`src/rtl/tsplit_pkg.sv`:
```
package tsplit_pkg;

   typedef enum logic [1:0] {
      CLS_TEXT  = 2'd0,
      CLS_SEP   = 2'd1,
      CLS_QUOTE = 2'd2
   } tsp_class_e;

   typedef enum logic {
      MODE_PLAIN  = 1'b0,
      MODE_QUOTED = 1'b1
   } tsp_mode_e;

   // actions the control stage hands to the hold stage, one cycle at a time
   typedef struct packed {
      logic push;    // a token character is consumed
      logic close;   // the open token ends now
      logic err;     // the ending token was left unterminated
   } tsp_act_s;

endpackage

```
`src/rtl/tsp_classify.sv`:
```
module tsp_classify
   import tsplit_pkg::*;
#(
   parameter int unsigned CHAR_W     = 8,
   parameter int unsigned SEP_CODE   = 32'h20,
   parameter int unsigned QUOTE_CODE = 32'h22
) (
   input  logic [CHAR_W-1:0] ch,
   input  tsp_mode_e         mode,
   output tsp_class_e        cls
);

   localparam logic [CHAR_W-1:0] SEP_C   = CHAR_W'(SEP_CODE);
   localparam logic [CHAR_W-1:0] QUOTE_C = CHAR_W'(QUOTE_CODE);

   always_comb begin
      if (ch == QUOTE_C) begin
         cls = CLS_QUOTE;
      end else if ((ch == SEP_C) && (mode == MODE_PLAIN)) begin
         cls = CLS_SEP;
      end else begin
         cls = CLS_TEXT;
      end
   end

endmodule

```
`src/rtl/tsp_ctrl.sv`:
```
module tsp_ctrl
   import tsplit_pkg::*;
(
   input  logic       clk,
   input  logic       rst,
   input  logic       in_valid,
   input  logic       in_last,
   input  tsp_class_e cls,
   output tsp_mode_e  mode,
   output tsp_act_s   act
);

   tsp_mode_e mode_q;
   logic      open_q;
   logic      drain_q;
   logic      beat;

   assign mode = mode_q;
   assign beat = in_valid && !drain_q;

   always_comb begin
      act.push  = beat && (cls == CLS_TEXT);
      act.close = open_q && ((beat && (cls == CLS_SEP)) || drain_q);
      act.err   = drain_q && open_q && (mode_q == MODE_QUOTED);
   end

   always_ff @(posedge clk) begin
      if (rst) begin
         mode_q  <= MODE_PLAIN;
         open_q  <= 1'b0;
         drain_q <= 1'b0;
      end else if (drain_q) begin
         mode_q  <= MODE_PLAIN;
         open_q  <= 1'b0;
         drain_q <= 1'b0;
      end else if (in_valid) begin
         unique case (cls)
            CLS_QUOTE: begin
               mode_q <= (mode_q == MODE_PLAIN) ? MODE_QUOTED : MODE_PLAIN;
               open_q <= 1'b1;
            end
            CLS_SEP:  open_q <= 1'b0;
            default:  open_q <= 1'b1;
         endcase
         drain_q <= in_last;
      end
   end

   // a quote beat always flips the mode
   assert_quote_toggle_R3: assert property (@(posedge clk) disable iff (rst)
      (beat && (cls == CLS_QUOTE)) |=> (mode_q != $past(mode_q)));

   // a drain cycle leaves the machine idle in plain mode
   assert_drain_home_R8: assert property (@(posedge clk) disable iff (rst)
      drain_q |=> (mode_q == MODE_PLAIN) && !open_q && !drain_q);

   // the cycle after a reset edge starts from the idle state
   logic rst_q;
   always_ff @(posedge clk) rst_q <= rst;
   always @(posedge clk) begin
      if (rst_q === 1'b1) begin
         assert_reset_home_R10: assert ((mode_q == MODE_PLAIN) && !open_q && !drain_q);
      end
   end

endmodule

```
`src/rtl/tsp_hold.sv`:
```
module tsp_hold
   import tsplit_pkg::*;
#(
   parameter int unsigned CHAR_W = 8
) (
   input  logic              clk,
   input  logic              rst,
   input  tsp_act_s          act,
   input  logic [CHAR_W-1:0] ch,
   output logic              o_valid,
   output logic [CHAR_W-1:0] o_char,
   output logic              o_first,
   output logic              o_last,
   output logic              o_err
);

   logic              have_q;
   logic [CHAR_W-1:0] pend_q;
   logic              pfirst_q;

   always_ff @(posedge clk) begin
      if (rst) begin
         have_q   <= 1'b0;
         pend_q   <= '0;
         pfirst_q <= 1'b0;
         o_valid  <= 1'b0;
         o_char   <= '0;
         o_first  <= 1'b0;
         o_last   <= 1'b0;
         o_err    <= 1'b0;
      end else begin
         o_valid <= 1'b0;
         o_first <= 1'b0;
         o_last  <= 1'b0;
         o_err   <= act.err;
         if (act.push) begin
            if (have_q) begin
               o_valid <= 1'b1;
               o_char  <= pend_q;
               o_first <= pfirst_q;
            end
            pend_q   <= ch;
            pfirst_q <= !have_q;
            have_q   <= 1'b1;
         end else if (act.close) begin
            if (have_q) begin
               o_valid <= 1'b1;
               o_char  <= pend_q;
               o_first <= pfirst_q;
            end else begin
               o_first <= 1'b1;
            end
            o_last   <= 1'b1;
            have_q   <= 1'b0;
            pfirst_q <= 1'b0;
         end
      end
   end

   // a non-final character leaves a successor held behind it
   assert_holdback_R6: assert property (@(posedge clk) disable iff (rst)
      (o_valid && !o_last) |-> have_q);

   // a close marker without a character is always a whole empty token
   assert_empty_mark_R7: assert property (@(posedge clk) disable iff (rst)
      (o_last && !o_valid) |-> o_first);

endmodule

```
`src/rtl/token_splitter.sv`:
```
module token_splitter
   import tsplit_pkg::*;
#(
   parameter int unsigned CHAR_W     = 8,
   parameter int unsigned SEP_CODE   = 32'h20,
   parameter int unsigned QUOTE_CODE = 32'h22
) (
   input  logic              clk,
   input  logic              rst,
   input  logic              in_valid,
   input  logic [CHAR_W-1:0] in_char,
   input  logic              in_last,
   output logic              out_valid,
   output logic [CHAR_W-1:0] out_char,
   output logic              out_first,
   output logic              out_last,
   output logic              err_unterminated
);

   localparam logic [CHAR_W-1:0] QUOTE_C = CHAR_W'(QUOTE_CODE);

   generate
      if (CHAR_W < 2 || CHAR_W > 32) begin : g_bad_width
         $error("token_splitter: CHAR_W out of range");
      end
      if (SEP_CODE == QUOTE_CODE) begin : g_bad_codes
         $error("token_splitter: separator and quote codes must differ");
      end
      if (CHAR_W < 32) begin : g_code_fit
         if ((SEP_CODE >> CHAR_W) != 0 || (QUOTE_CODE >> CHAR_W) != 0) begin : g_bad_fit
            $error("token_splitter: a code does not fit in CHAR_W");
         end
      end
   endgenerate

   tsp_class_e cls;
   tsp_mode_e  mode;
   tsp_act_s   act;

   tsp_classify #(
      .CHAR_W     (CHAR_W),
      .SEP_CODE   (SEP_CODE),
      .QUOTE_CODE (QUOTE_CODE)
   ) classify_i (
      .ch   (in_char),
      .mode (mode),
      .cls  (cls)
   );

   tsp_ctrl ctrl_i (
      .clk      (clk),
      .rst      (rst),
      .in_valid (in_valid),
      .in_last  (in_last),
      .cls      (cls),
      .mode     (mode),
      .act      (act)
   );

   tsp_hold #(
      .CHAR_W (CHAR_W)
   ) hold_i (
      .clk     (clk),
      .rst     (rst),
      .act     (act),
      .ch      (in_char),
      .o_valid (out_valid),
      .o_char  (out_char),
      .o_first (out_first),
      .o_last  (out_last),
      .o_err   (err_unterminated)
   );

   // quote bytes are consumed, never emitted
   assert_no_quote_out_R3: assert property (@(posedge clk) disable iff (rst)
      out_valid |-> (out_char != QUOTE_C));

   // the error flag rides on a token's closing beat
   assert_err_on_close_R9: assert property (@(posedge clk) disable iff (rst)
      err_unterminated |-> out_last);

endmodule

```
`config.mk`:
```
export PLATFORM = sky130hd
export DESIGN_NAME = token_splitter
export DESIGN_NICKNAME = d
export VERILOG_FILES = /design/src/rtl/tsplit_pkg.sv /design/src/rtl/tsp_classify.sv /design/src/rtl/tsp_ctrl.sv /design/src/rtl/tsp_hold.sv /design/src/rtl/token_splitter.sv
export SDC_FILE = /design/constraint.sdc
export NUM_CORES = 1
export LEC_CHECK = 0
export BUFFER_PORTS_ARGS = -buffer_cell sky130_fd_sc_hd__buf_2
export CAP_MARGIN = 20
export CORE_MARGIN = 2
export CORE_UTILIZATION = 50
export CTS_BUF_LIST = sky130_fd_sc_hd__clkbuf_2 sky130_fd_sc_hd__clkbuf_4 sky130_fd_sc_hd__clkbuf_8
export DETAILED_ROUTE_END_ITERATION = 8
export GPL_TIMING_DRIVEN = 1
export PLACE_DENSITY_LB_ADDON = 0.3
export SYNTH_ARGS = -nofsm -noshare
export SYNTH_HDL_FRONTEND = slang
export SYNTH_SLANG_ARGS = --single-unit
```
`constraint.sdc`:
```
create_clock -name clk -period 1.8 [get_ports clk]
set_clock_uncertainty 0.05 [all_clocks]
set_input_delay 0.18 -clock clk [delete_from_list [all_inputs] [get_ports clk]]
set_output_delay 0.18 -clock clk [all_outputs]
set_load 0.05 [all_outputs]
```
Yosys cells after proc, flatten, opt, wreduce, memory -nomap -nowiden
Index checks and enable logic that the tools add are counted.
{ "op_classes": {"eq_ne": 4, "muxes": 18, "bitwise_logic": 2, "n_reduce_logical": 16} }
{ "ops": {"columns": ["op", "count"], "rows": [
  ["8-bit 2-to-1 mux", 3],
  ["8-bit by 6-bit equality test with 1-bit output (second input constant)", 2],
  ["1-bit 2-to-1 mux", 14],
  ["1-bit logical AND", 7],
  ["2-bit OR reduction", 2],
  ["3-bit OR reduction", 1],
  ["2-bit by 1-bit equality test with 1-bit output (second input constant)", 1],
  ["2-bit equality test (second input constant)", 1],
  ["1-bit zero test", 2],
  ["2-bit zero test", 1],
  ["2-bit 2-to-1 mux", 1],
  ["1-bit NOT", 2],
  ["2-bit AND reduction", 1],
  ["2-bit nonzero test", 1],
  ["1-bit logical OR", 1]
]} }
{ "word_totals": {"regBits": 25, "inputBits": 12, "output_inout_bits": 12, "elab_cells": 51} }

Logic depth before layout (Yosys ltp)
Gate-level depths: netlist of run 1.
{ "depth": {"word_depth": 10, "ltp_mapped": 5, "ltp_nobuf": 4} }

Hierarchy
Synthesis of run 1 repeated with hierarchy kept, for this count alone.
{ "hier_totals": {"hier_cells": 100, "hier_area_um2": 1043.5} }
{ "by_module_without_submodules": {"columns": ["module", "n_inst", "cells_each", "area_per_inst_um2", "seq_area_each_um2"], "rows": [
  ["tsp_hold", 1, 80, 849.6, 440.4],
  ["tsp_ctrl", 1, 15, 152.6, 60.1],
  ["tsp_classify", 1, 5, 41.3, 0.0]
]} }

Worst setup path before layout of run 1
No wires, ideal clock.
{ "synth_timing": {"path_kind": "input to register", "from": "in in_char[4]", "to": "reg hold_i.pend_q[1]", "setup_ps": 128, "arrival_time_ps": 1397, "t_required_ps": 1622, "setup_slack_ps": 225, "path_stages": 5, "path_buffers": 1, "cell_sequence": "or4b_4 > o31ai_4 > buf_6 > mux2i_1 > nor2_1"} }
{ "synth_via": {"elab_chain_len": 6, "word_cells_on_any_way": 7, "classes_between": "eq/ne: 2; mux: 2; reduce/logical: 3"} }
{ "synth_lines": {"columns": ["item", "line", "text"], "rows": [
  ["start, declared", "token_splitter.sv:11", "input logic [CHAR_W-1:0] in_char,"],
  ["8-bit by 6-bit equality test with 1-bit output", "tsp_classify.sv:19", "end else if ((ch == SEP_C) && (mode == MODE_PLAIN)) begin"],
  ["1-bit logical AND", "tsp_classify.sv:19", null],
  ["1-bit 2-to-1 mux", "tsp_classify.sv:19", null],
  ["2-bit 2-to-1 mux (*)", "tsp_classify.sv:17", "if (ch == QUOTE_C) begin"],
  ["2-bit zero test (*)", "tsp_ctrl.sv:22", "act.push = beat && (cls == CLS_TEXT);"],
  ["1-bit logical AND (*)", "tsp_ctrl.sv:22", null],
  ["end signal, assigned", "tsp_hold.sv:42", "pend_q <= ch;"],
  ["end, declared", "tsp_hold.sv:18", "logic [CHAR_W-1:0] pend_q;"]
]} }
Mark *: on every way between the ends. The rest lies on a longest branch, timed or not.
A chain may end at the register's enable or synchronous reset.

Worst setup path after layout of run 1
{ "layout_timing": {"from": "reg ctrl_i.drain_q", "to": "reg hold_i.o_char[6]"} }
{ "layout_via": {"elab_chain_len": 6, "word_cells_on_any_way": 8, "classes_between": "mux: 1; reduce/logical: 7"} }
{ "layout_lines": {"columns": ["item", "line", "text"], "rows": [
  ["start, declared", "tsp_ctrl.sv:15", "logic drain_q;"],
  ["start signal, assigned", "tsp_ctrl.sv:45", "drain_q <= in_last;"],
  ["1-bit zero test", "tsp_ctrl.sv:19", "assign beat = in_valid && !drain_q;"],
  ["1-bit logical AND", "tsp_ctrl.sv:19", null],
  ["1-bit logical AND", "tsp_ctrl.sv:23", "act.close = open_q && ((beat && (cls == CLS_SEP)) || drain_q);"],
  ["1-bit logical OR", "tsp_ctrl.sv:23", null],
  ["1-bit logical AND", "tsp_ctrl.sv:23", null],
  ["2-bit nonzero test (no source line)", null, null],
  ["end signal, assigned", "tsp_hold.sv:39", "o_char <= pend_q;"],
  ["end signal, assigned", "tsp_hold.sv:48", "o_char <= pend_q;"],
  ["end, declared", "tsp_hold.sv:11", "output logic [CHAR_W-1:0] o_char,"]
]} }
Several ways; a longest one is shown, not always the timed one.

==> flow_metrics.env, run 1 <==
export IMPL_min_delay_start="in_last"
export IMPL_tightestPinTransition_ps=467.5
export IMPL_dr_first_iter_drc_count=19
export IMPL_gp_congestion=0.7600
export IMPL_synth_async_sr_flop_share_pct=0
export IMPL_synth_enable_flop_cells=0
export IMPL_num_antenna_cells=0
export IMPL_maxSlewViolCount=0
export IMPL_die_width_um=49.66
export IMPL_ranking_of_synthesized_cells_by_area="sky130_fd_sc_hd__dfxtp_1 48%, sky130_fd_sc_hd__mux2i_1 12%, sky130_fd_sc_hd__nand2b_1 11%"
export IMPL_postCtsSetupBuffers=0
export IMPL_detailedPlace_worstSlack_ps=49.85
export IMPL_grt_util_all_layers_pct=16.17
export IMPL_holdBufCountCts=0
export IMPL_syn_num_nets=117
export IMPL_worst_slew_margin_pct=68.83
export IMPL_hold_viol=0
export IMPL_cts_buffers=3
export IMPL_netlist_area_um2=1042
export IMPL_yosysUniqueCellTypes=28
export IMPL_netlist_instances=105
export IMPL_r2r_start="ctrl_i.drain_q"
export IMPL_setup_viol=0
export IMPL_timing_worst_setup_path_type="reg -> reg"
export IMPL_p_comb_share_pct=14.5
export IMPL_worstPathArrival_ps=1740
export IMPL_netSwitchingFraction_pct=26.70
export IMPL_number_of_global_route_vias_before_repair=748
export IMPL_cts_buffer_depth=2
export IMPL_syn_mean_instance_area_um2=9.926
export IMPL_place_detailed_instances=154
export IMPL_worst_setup_path_end_kind="flop"
export IMPL_core_area_um2=1962
export IMPL_clkTransAtPathRegs_ps=140
export IMPL_final_layout_size_suffix_gt1_share_pct=26.72
export IMPL_cts_htree_levels=1
export IMPL_power_density_cell_area_nw_per_um2=802.1
export IMPL_power_report_internal_total_mw=0.7254
export IMPL_peak_ir_drop_on_the_vdd_network_mv=0.4529
export IMPL_hold_path_class="in -> reg"
export IMPL_post_drt_wl_per_cell_um=11.32
export IMPL_cts_tree="built"
export IMPL_status="finished clean"
export IMPL_drt_pass1_iter_count=5
export IMPL_met1Wirelength_um=795
export IMPL_grt_antenna_before_repair=0
export IMPL_finalSetupTns_ps=0
export IMPL_drt_drc_violations_left=0
export IMPL_routed_via_count=792
export IMPL_clk_root_buffer_cell="sky130_fd_sc_hd__clkbuf_4"
export IMPL_dp_hpwl_um=1367
export IMPL_synthesis_yosys_warnings=0
export IMPL_synthFlopType="sky130_fd_sc_hd__dfxtp_1"
export IMPL_timing_critical_path_fanout_max=8
export IMPL_static_leakage_power_nw=0.5624
export IMPL_io_pins=24
export IMPL_detail_route_antenna_nets=0
export IMPL_grt_first_pass_wirelength_um=3118
export IMPL_cp_start_kind="flop"
export IMPL_routed_wl_um=1789
export IMPL_max_cap_violations=0
export IMPL_wl_met2_um=899
export IMPL_floorplan_die_height_um=49.66
export IMPL_finalCriticalPeriod_ps=1542
export IMPL_drt_vias_per_instance=5.013
export IMPL_dpl_cell_area_um2=1204
export IMPL_route_top_layer_used="met4"
export IMPL_area_delta_synth_final_pct=18.37
export IMPL_timing_rr_end="hold_i.o_char[6]"
export IMPL_clk_insertion_delay_late_ps=320
export IMPL_reg2regPathDepth=5
export IMPL_clock_power_share_pct=25.8
export IMPL_finalCritPeriodShare_pct=85.68
export IMPL_post_synth_top_area_fraction_pct=48.02
export IMPL_seq_power_share_pct=59.7
export IMPL_layout_nets=144
export IMPL_finish_instance_area_um2=1234
export IMPL_endpoint_of_the_worst_hold_timing_path="ctrl_i.drain_q"
export IMPL_max_clock_freq_ghz=0.6484
export IMPL_post_synth_top_area_cell="sky130_fd_sc_hd__dfxtp_1"
export IMPL_stdcell_count=158
export IMPL_io_buffer_count=23
export IMPL_ff2ff_setup_slack_ps=260
export IMPL_grt_overflow=0
export IMPL_design_die_area_um2=2466
export IMPL_seq_total_area_yosys_pct=48.02
export IMPL_setup_ws_ps=257.8
export IMPL_critical_path_required_ps=2000
export IMPL_number_of_core_rows=16
export IMPL_cts_sinks=25
export IMPL_whs_path_depth=2
export IMPL_grt_setup_unrepaired="false"
export IMPL_synth_ff_latch_count=25
export IMPL_switching_power_mw=0.2642
export IMPL_detailroute_wirelength_met3_um=76
export IMPL_start_util_pct=53.13
export IMPL_cts_resizes=0
export IMPL_largest_net_degree_at_the_start_of_global_routing=35
export IMPL_hold_worst_slack_ps=37.71
[power groups by stage]
| stage | Sequential (mW) | Clock (mW) | Combinational [mW] |
|---|---|---|---|
| after floorplan | 0.622 | 0 | 0.0805 |
| after global placement | 0.602 | 0 | 0.141 |
| after detailed placement | 0.603 | 0 | 0.144 |
| after CTS | 0.591 | 0.259 | 0.145 |
| after global routing | 0.595 | 0.281 | 0.156 |
| final | 0.590 | 0.256 | 0.143 |
[worst max-delay path, cell delays in order (launching register included)]
cell and delay [ps]:
sky130_fd_sc_hd__dfxtp_1 440, sky130_fd_sc_hd__and2b_1 290, sky130_fd_sc_hd__o21ai_1 140, sky130_fd_sc_hd__a21o_1 210, sky130_fd_sc_hd__buf_12 150, sky130_fd_sc_hd__mux2i_1 190
[flip-flops by register name, indices dropped and copies added, names as in the netlist]
signal	count
ctrl_i.drain_q	1
ctrl_i.mode	1
ctrl_i.open_q	1
hold_i.have_q	1
hold_i.o_char	8
hold_i.o_err	1
hold_i.o_first	1
hold_i.o_last	1
hold_i.o_valid	1
hold_i.pend_q	8
hold_i.pfirst_q	1
[synth_stat cells (2+ instances only)]
cell type                  number
sky130_fd_sc_hd__a21oi_1        4
sky130_fd_sc_hd__dfxtp_1       25
sky130_fd_sc_hd__nor2b_1        2
sky130_fd_sc_hd__nor3_1         3
sky130_fd_sc_hd__mux2i_1       13
sky130_fd_sc_hd__nand2_1        9
sky130_fd_sc_hd__nor2_1         7
sky130_fd_sc_hd__clkbuf_1       3
sky130_fd_sc_hd__nand2b_1      18
sky130_fd_sc_hd__inv_1          2
sky130_fd_sc_hd__nor4_1         2
[how the worst max path moves through the flow]
stage | from | end | slack (ps) | cells after the start
after floorplan | in_char[4] | hold_i.pend_q[1] | 220 | 5
after global placement | in_char[4] | hold_i.pend_q[6] | 80 | 6
after detailed placement | in_char[4] | hold_i.pend_q[5] | 50 | 6
after CTS | ctrl_i.drain_q | hold_i.o_char[6] | 250 | 5
after global routing | ctrl_i.drain_q | hold_i.o_char[7] | 150 | 5
final | ctrl_i.drain_q | hold_i.o_char[6] | 260 | 5
[kinds of logic after synthesis]
logic type	Yosys count	share of synthesized area (%)
DFF	25	48.02
xor gates and xnor gates	1	0.8405
AOI/OAI and AO/OA	11	8.043
muxes	14	13.80
buffers and inverters	7	3.602
and+or+nand+nor	47	25.69
[final cells by class]
cell class / instances / area [um^2]
inverter: 2 / 7.507
clock inverter: 1 / 7.507
multi-input combinational: 73 / 504.2
clock buffer: 3 / 22.52
sequential: 25 / 500.5
tap: 27 / 33.78
fill: 190 / 728.2
timing repair buffer: 27 / 157.7
[layout by cell type, fill, tap and decap left out, types with 2 or more instances in the layout]
master,netlist,final
sky130_fd_sc_hd__a21oi_1,4,4
sky130_fd_sc_hd__buf_2,0,23
sky130_fd_sc_hd__buf_4,1,3
sky130_fd_sc_hd__clkbuf_4,0,3
sky130_fd_sc_hd__dfxtp_1,25,25
sky130_fd_sc_hd__inv_1,2,2
sky130_fd_sc_hd__mux2i_1,13,13
sky130_fd_sc_hd__nand2_1,9,9
sky130_fd_sc_hd__nand2b_1,18,18
sky130_fd_sc_hd__nor2_1,7,7
sky130_fd_sc_hd__nor2b_1,2,2
sky130_fd_sc_hd__nor3_1,3,3
sky130_fd_sc_hd__nor4_1,2,2
[routing by layer]
| layer | vias to the layer above | track usage [%] |
|---|---|---|
| met5 | - | 0 |
| met2 | 19 | 29.11 |
| met3 | 2 | 3.030 |
| met1 | 361 | 18.98 |
| li1 | 410 | - |
| met4 | 0 | 5.556 |
[through the flow]
stage	power, mW	utilization [%]
after CTS	0.9940	62.88
final	0.9896	62.88
after detailed placement	0.7468	61.35
after global placement	0.7431	61.35
after floorplan	0.7028	-
after global routing	1.032	62.88
Power figures use the tool's default switching activity.
==> run 2: changes to the inputs <==
--- a/config.mk
+++ b/config.mk
@@ -7,6 +7,7 @@
 export LEC_CHECK = 0
 export BUFFER_PORTS_ARGS = -buffer_cell sky130_fd_sc_hd__buf_2
 export CAP_MARGIN = 20
+export CORE_ASPECT_RATIO = 0.7
 export CORE_MARGIN = 2
 export CORE_UTILIZATION = 50
 export CTS_BUF_LIST = sky130_fd_sc_hd__clkbuf_2 sky130_fd_sc_hd__clkbuf_4 sky130_fd_sc_hd__clkbuf_8
==> run 2 against run 1 <==
Against the previous run:
- via count is 1.5% higher
- critical endpoint is now hold_i.o_char[1]
- count of clock-buffer cells in the layout rose by 1
- total power decreased by 0.40%
- core utilization grew 1.6 points
- hold slack improved by 4.1 ps
- sequential power hardly changed
- routed wire length down 4.4%
- largest cell class unchanged
- first-iteration DRC count shrank 11%
- global-route usage increased by 0.24 points
==> flow_metrics.env, run 2 (same netlist as run 1, synthesis figures left out) <==
export IMPL_status="finished clean"
export IMPL_cp_start_kind="flop"
export IMPL_design_die_area_um2=2472
export IMPL_area_delta_synth_final_pct=17.77
export IMPL_maxSlewViolCount=0
export IMPL_place_detailed_instances=149
export IMPL_cts_resizes=0
export IMPL_cts_buffers=3
export IMPL_die_width_um=58.57
export IMPL_finish_instance_area_um2=1227
export IMPL_layout_commonest_cell="sky130_fd_sc_hd__dfxtp_1"
export IMPL_final_cell_mix="25 x sky130_fd_sc_hd__dfxtp_1, 23 x sky130_fd_sc_hd__buf_2, 18 x sky130_fd_sc_hd__nand2b_1"
export IMPL_detailedPlace_worstSlack_ps=15.31
export IMPL_final_layout_size_suffix_gt1_share_pct=26.72
export IMPL_start_util_pct=54.77
export IMPL_grt_setup_unrepaired="false"
export IMPL_timing_critical_path_fanout_max=8
export IMPL_cts_buffer_depth=2
export IMPL_clkTransAtPathRegs_ps=120
export IMPL_endpoint_of_the_worst_hold_timing_path="ctrl_i.drain_q"
export IMPL_grt_util_all_layers_pct=16.41
export IMPL_peak_ir_drop_on_the_vdd_network_mv=0.7489
export IMPL_number_of_core_rows=13
export IMPL_timing_worst_setup_path_type="reg -> reg"
export IMPL_stdcell_count=153
export IMPL_min_delay_start="in_last"
export IMPL_cts_sinks=25
export IMPL_finalSetupTns_ps=0
export IMPL_clk_insertion_delay_late_ps=310
export IMPL_timing_rr_end="hold_i.o_char[1]"
export IMPL_setup_viol=0
export IMPL_totalPowerFinal_mw=0.9856
export IMPL_clk_root_buffer_cell="sky130_fd_sc_hd__clkbuf_4"
export IMPL_io_buffer_count=23
export IMPL_max_clock_freq_ghz=0.6697
export IMPL_postCtsSetupBuffers=0
export IMPL_reg2regPathDepth=5
export IMPL_reg_largest_list="hold_i.o_char (8), hold_i.pend_q (8)"
export IMPL_critical_path_required_ps=1960
export IMPL_grt_overflow=0
export IMPL_worst_slew_margin_pct=67.38
export IMPL_grt_first_pass_wirelength_um=3111
export IMPL_floorplan_die_height_um=42.20
export IMPL_grt_antenna_before_repair=0
export IMPL_post_drt_wl_per_cell_um=11.18
export IMPL_dp_hpwl_um=1303
export IMPL_ff2ff_setup_slack_ps=310
export IMPL_largest_net_degree_at_the_start_of_global_routing=35
export IMPL_io_pins=24
export IMPL_drt_vias_per_instance=5.255
export IMPL_power_density_cell_area_nw_per_um2=802.9
export IMPL_hold_viol=0
export IMPL_core_area_um2=1903
export IMPL_whs_path_depth=2
export IMPL_drt_drc_violations_left=0
export IMPL_cts_tree="built"
export IMPL_hold_path_class="in -> reg"
export IMPL_worst_setup_path_end_kind="flop"
export IMPL_hold_worst_slack_ps=41.80
export IMPL_layout_nets=144
export IMPL_dr_first_iter_drc_count=17
export IMPL_number_of_global_route_vias_before_repair=761
export IMPL_detail_route_antenna_nets=0
export IMPL_num_antenna_cells=0
export IMPL_routed_via_count=804
export IMPL_finalCritPeriodShare_pct=82.96
export IMPL_tightestPinTransition_ps=489.3
export IMPL_r2r_start="ctrl_i.drain_q"
export IMPL_finalCriticalPeriod_ps=1493
export IMPL_holdBufCountCts=0
export IMPL_drt_pass1_iter_count=4
export IMPL_routed_wl_um=1711
export IMPL_dpl_cell_area_um2=1197
export IMPL_max_cap_violations=0
export IMPL_final_util_pct=64.50
export IMPL_gp_congestion=0.8370
export IMPL_worstPathArrival_ps=1650
export IMPL_static_leakage_power_nw=0.5668
export IMPL_cts_htree_levels=1
export IMPL_setup_ws_ps=306.7
[run 2: per-layer routing]
metal	up-vias	global-route usage [%]	routed length [um]
met2	21	25.62	732
met4	0	4.545	28
li1	410	-	-
met3	4	6.481	110
met5	-	0	0
met1	369	21.03	839
[run 2: worst max path at each step]
| stage | start | endpoint | slack [ps] | depth (start not counted) |
|---|---|---|---|---|
| floorplan | in_char[4] | hold_i.pend_q[1] | 220 | 5 |
| global placement | in_char[4] | hold_i.pend_q[5] | 80 | 6 |
| detailed placement | in_char[4] | hold_i.pend_q[6] | 20 | 6 |
| CTS | ctrl_i.drain_q | hold_i.o_char[1] | 300 | 5 |
| global route | ctrl_i.drain_q | hold_i.o_char[1] | 220 | 5 |
| finish | ctrl_i.drain_q | hold_i.o_char[1] | 310 | 5 |
[run 2: cell type report]
class	count	area, um^2
Timing Repair Buffer	27	157.7
Multi-Input combinational cell	73	504.2
Inverter	2	7.507
Fill cell	154	675.6
Clock buffer	4	30.03
Tap cell	22	27.53
Sequential cell	25	500.5
[run 2: critical path: stages (launching register included)]
cell and delay, ps:
sky130_fd_sc_hd__dfxtp_1 370, sky130_fd_sc_hd__and2b_1 350, sky130_fd_sc_hd__o21ai_1 130, sky130_fd_sc_hd__a21o_1 230, sky130_fd_sc_hd__buf_12 150, sky130_fd_sc_hd__mux2i_1 110
[run 2: report_power, final]
part           total [mW]  switching [mW]  internal, mW  leakage, nW
logic               0.143          0.0798        0.0632        0.344
clock network       0.252           0.151         0.102       0.0184
registers           0.590          0.0132         0.577        0.204
total               0.986           0.244         0.742        0.567
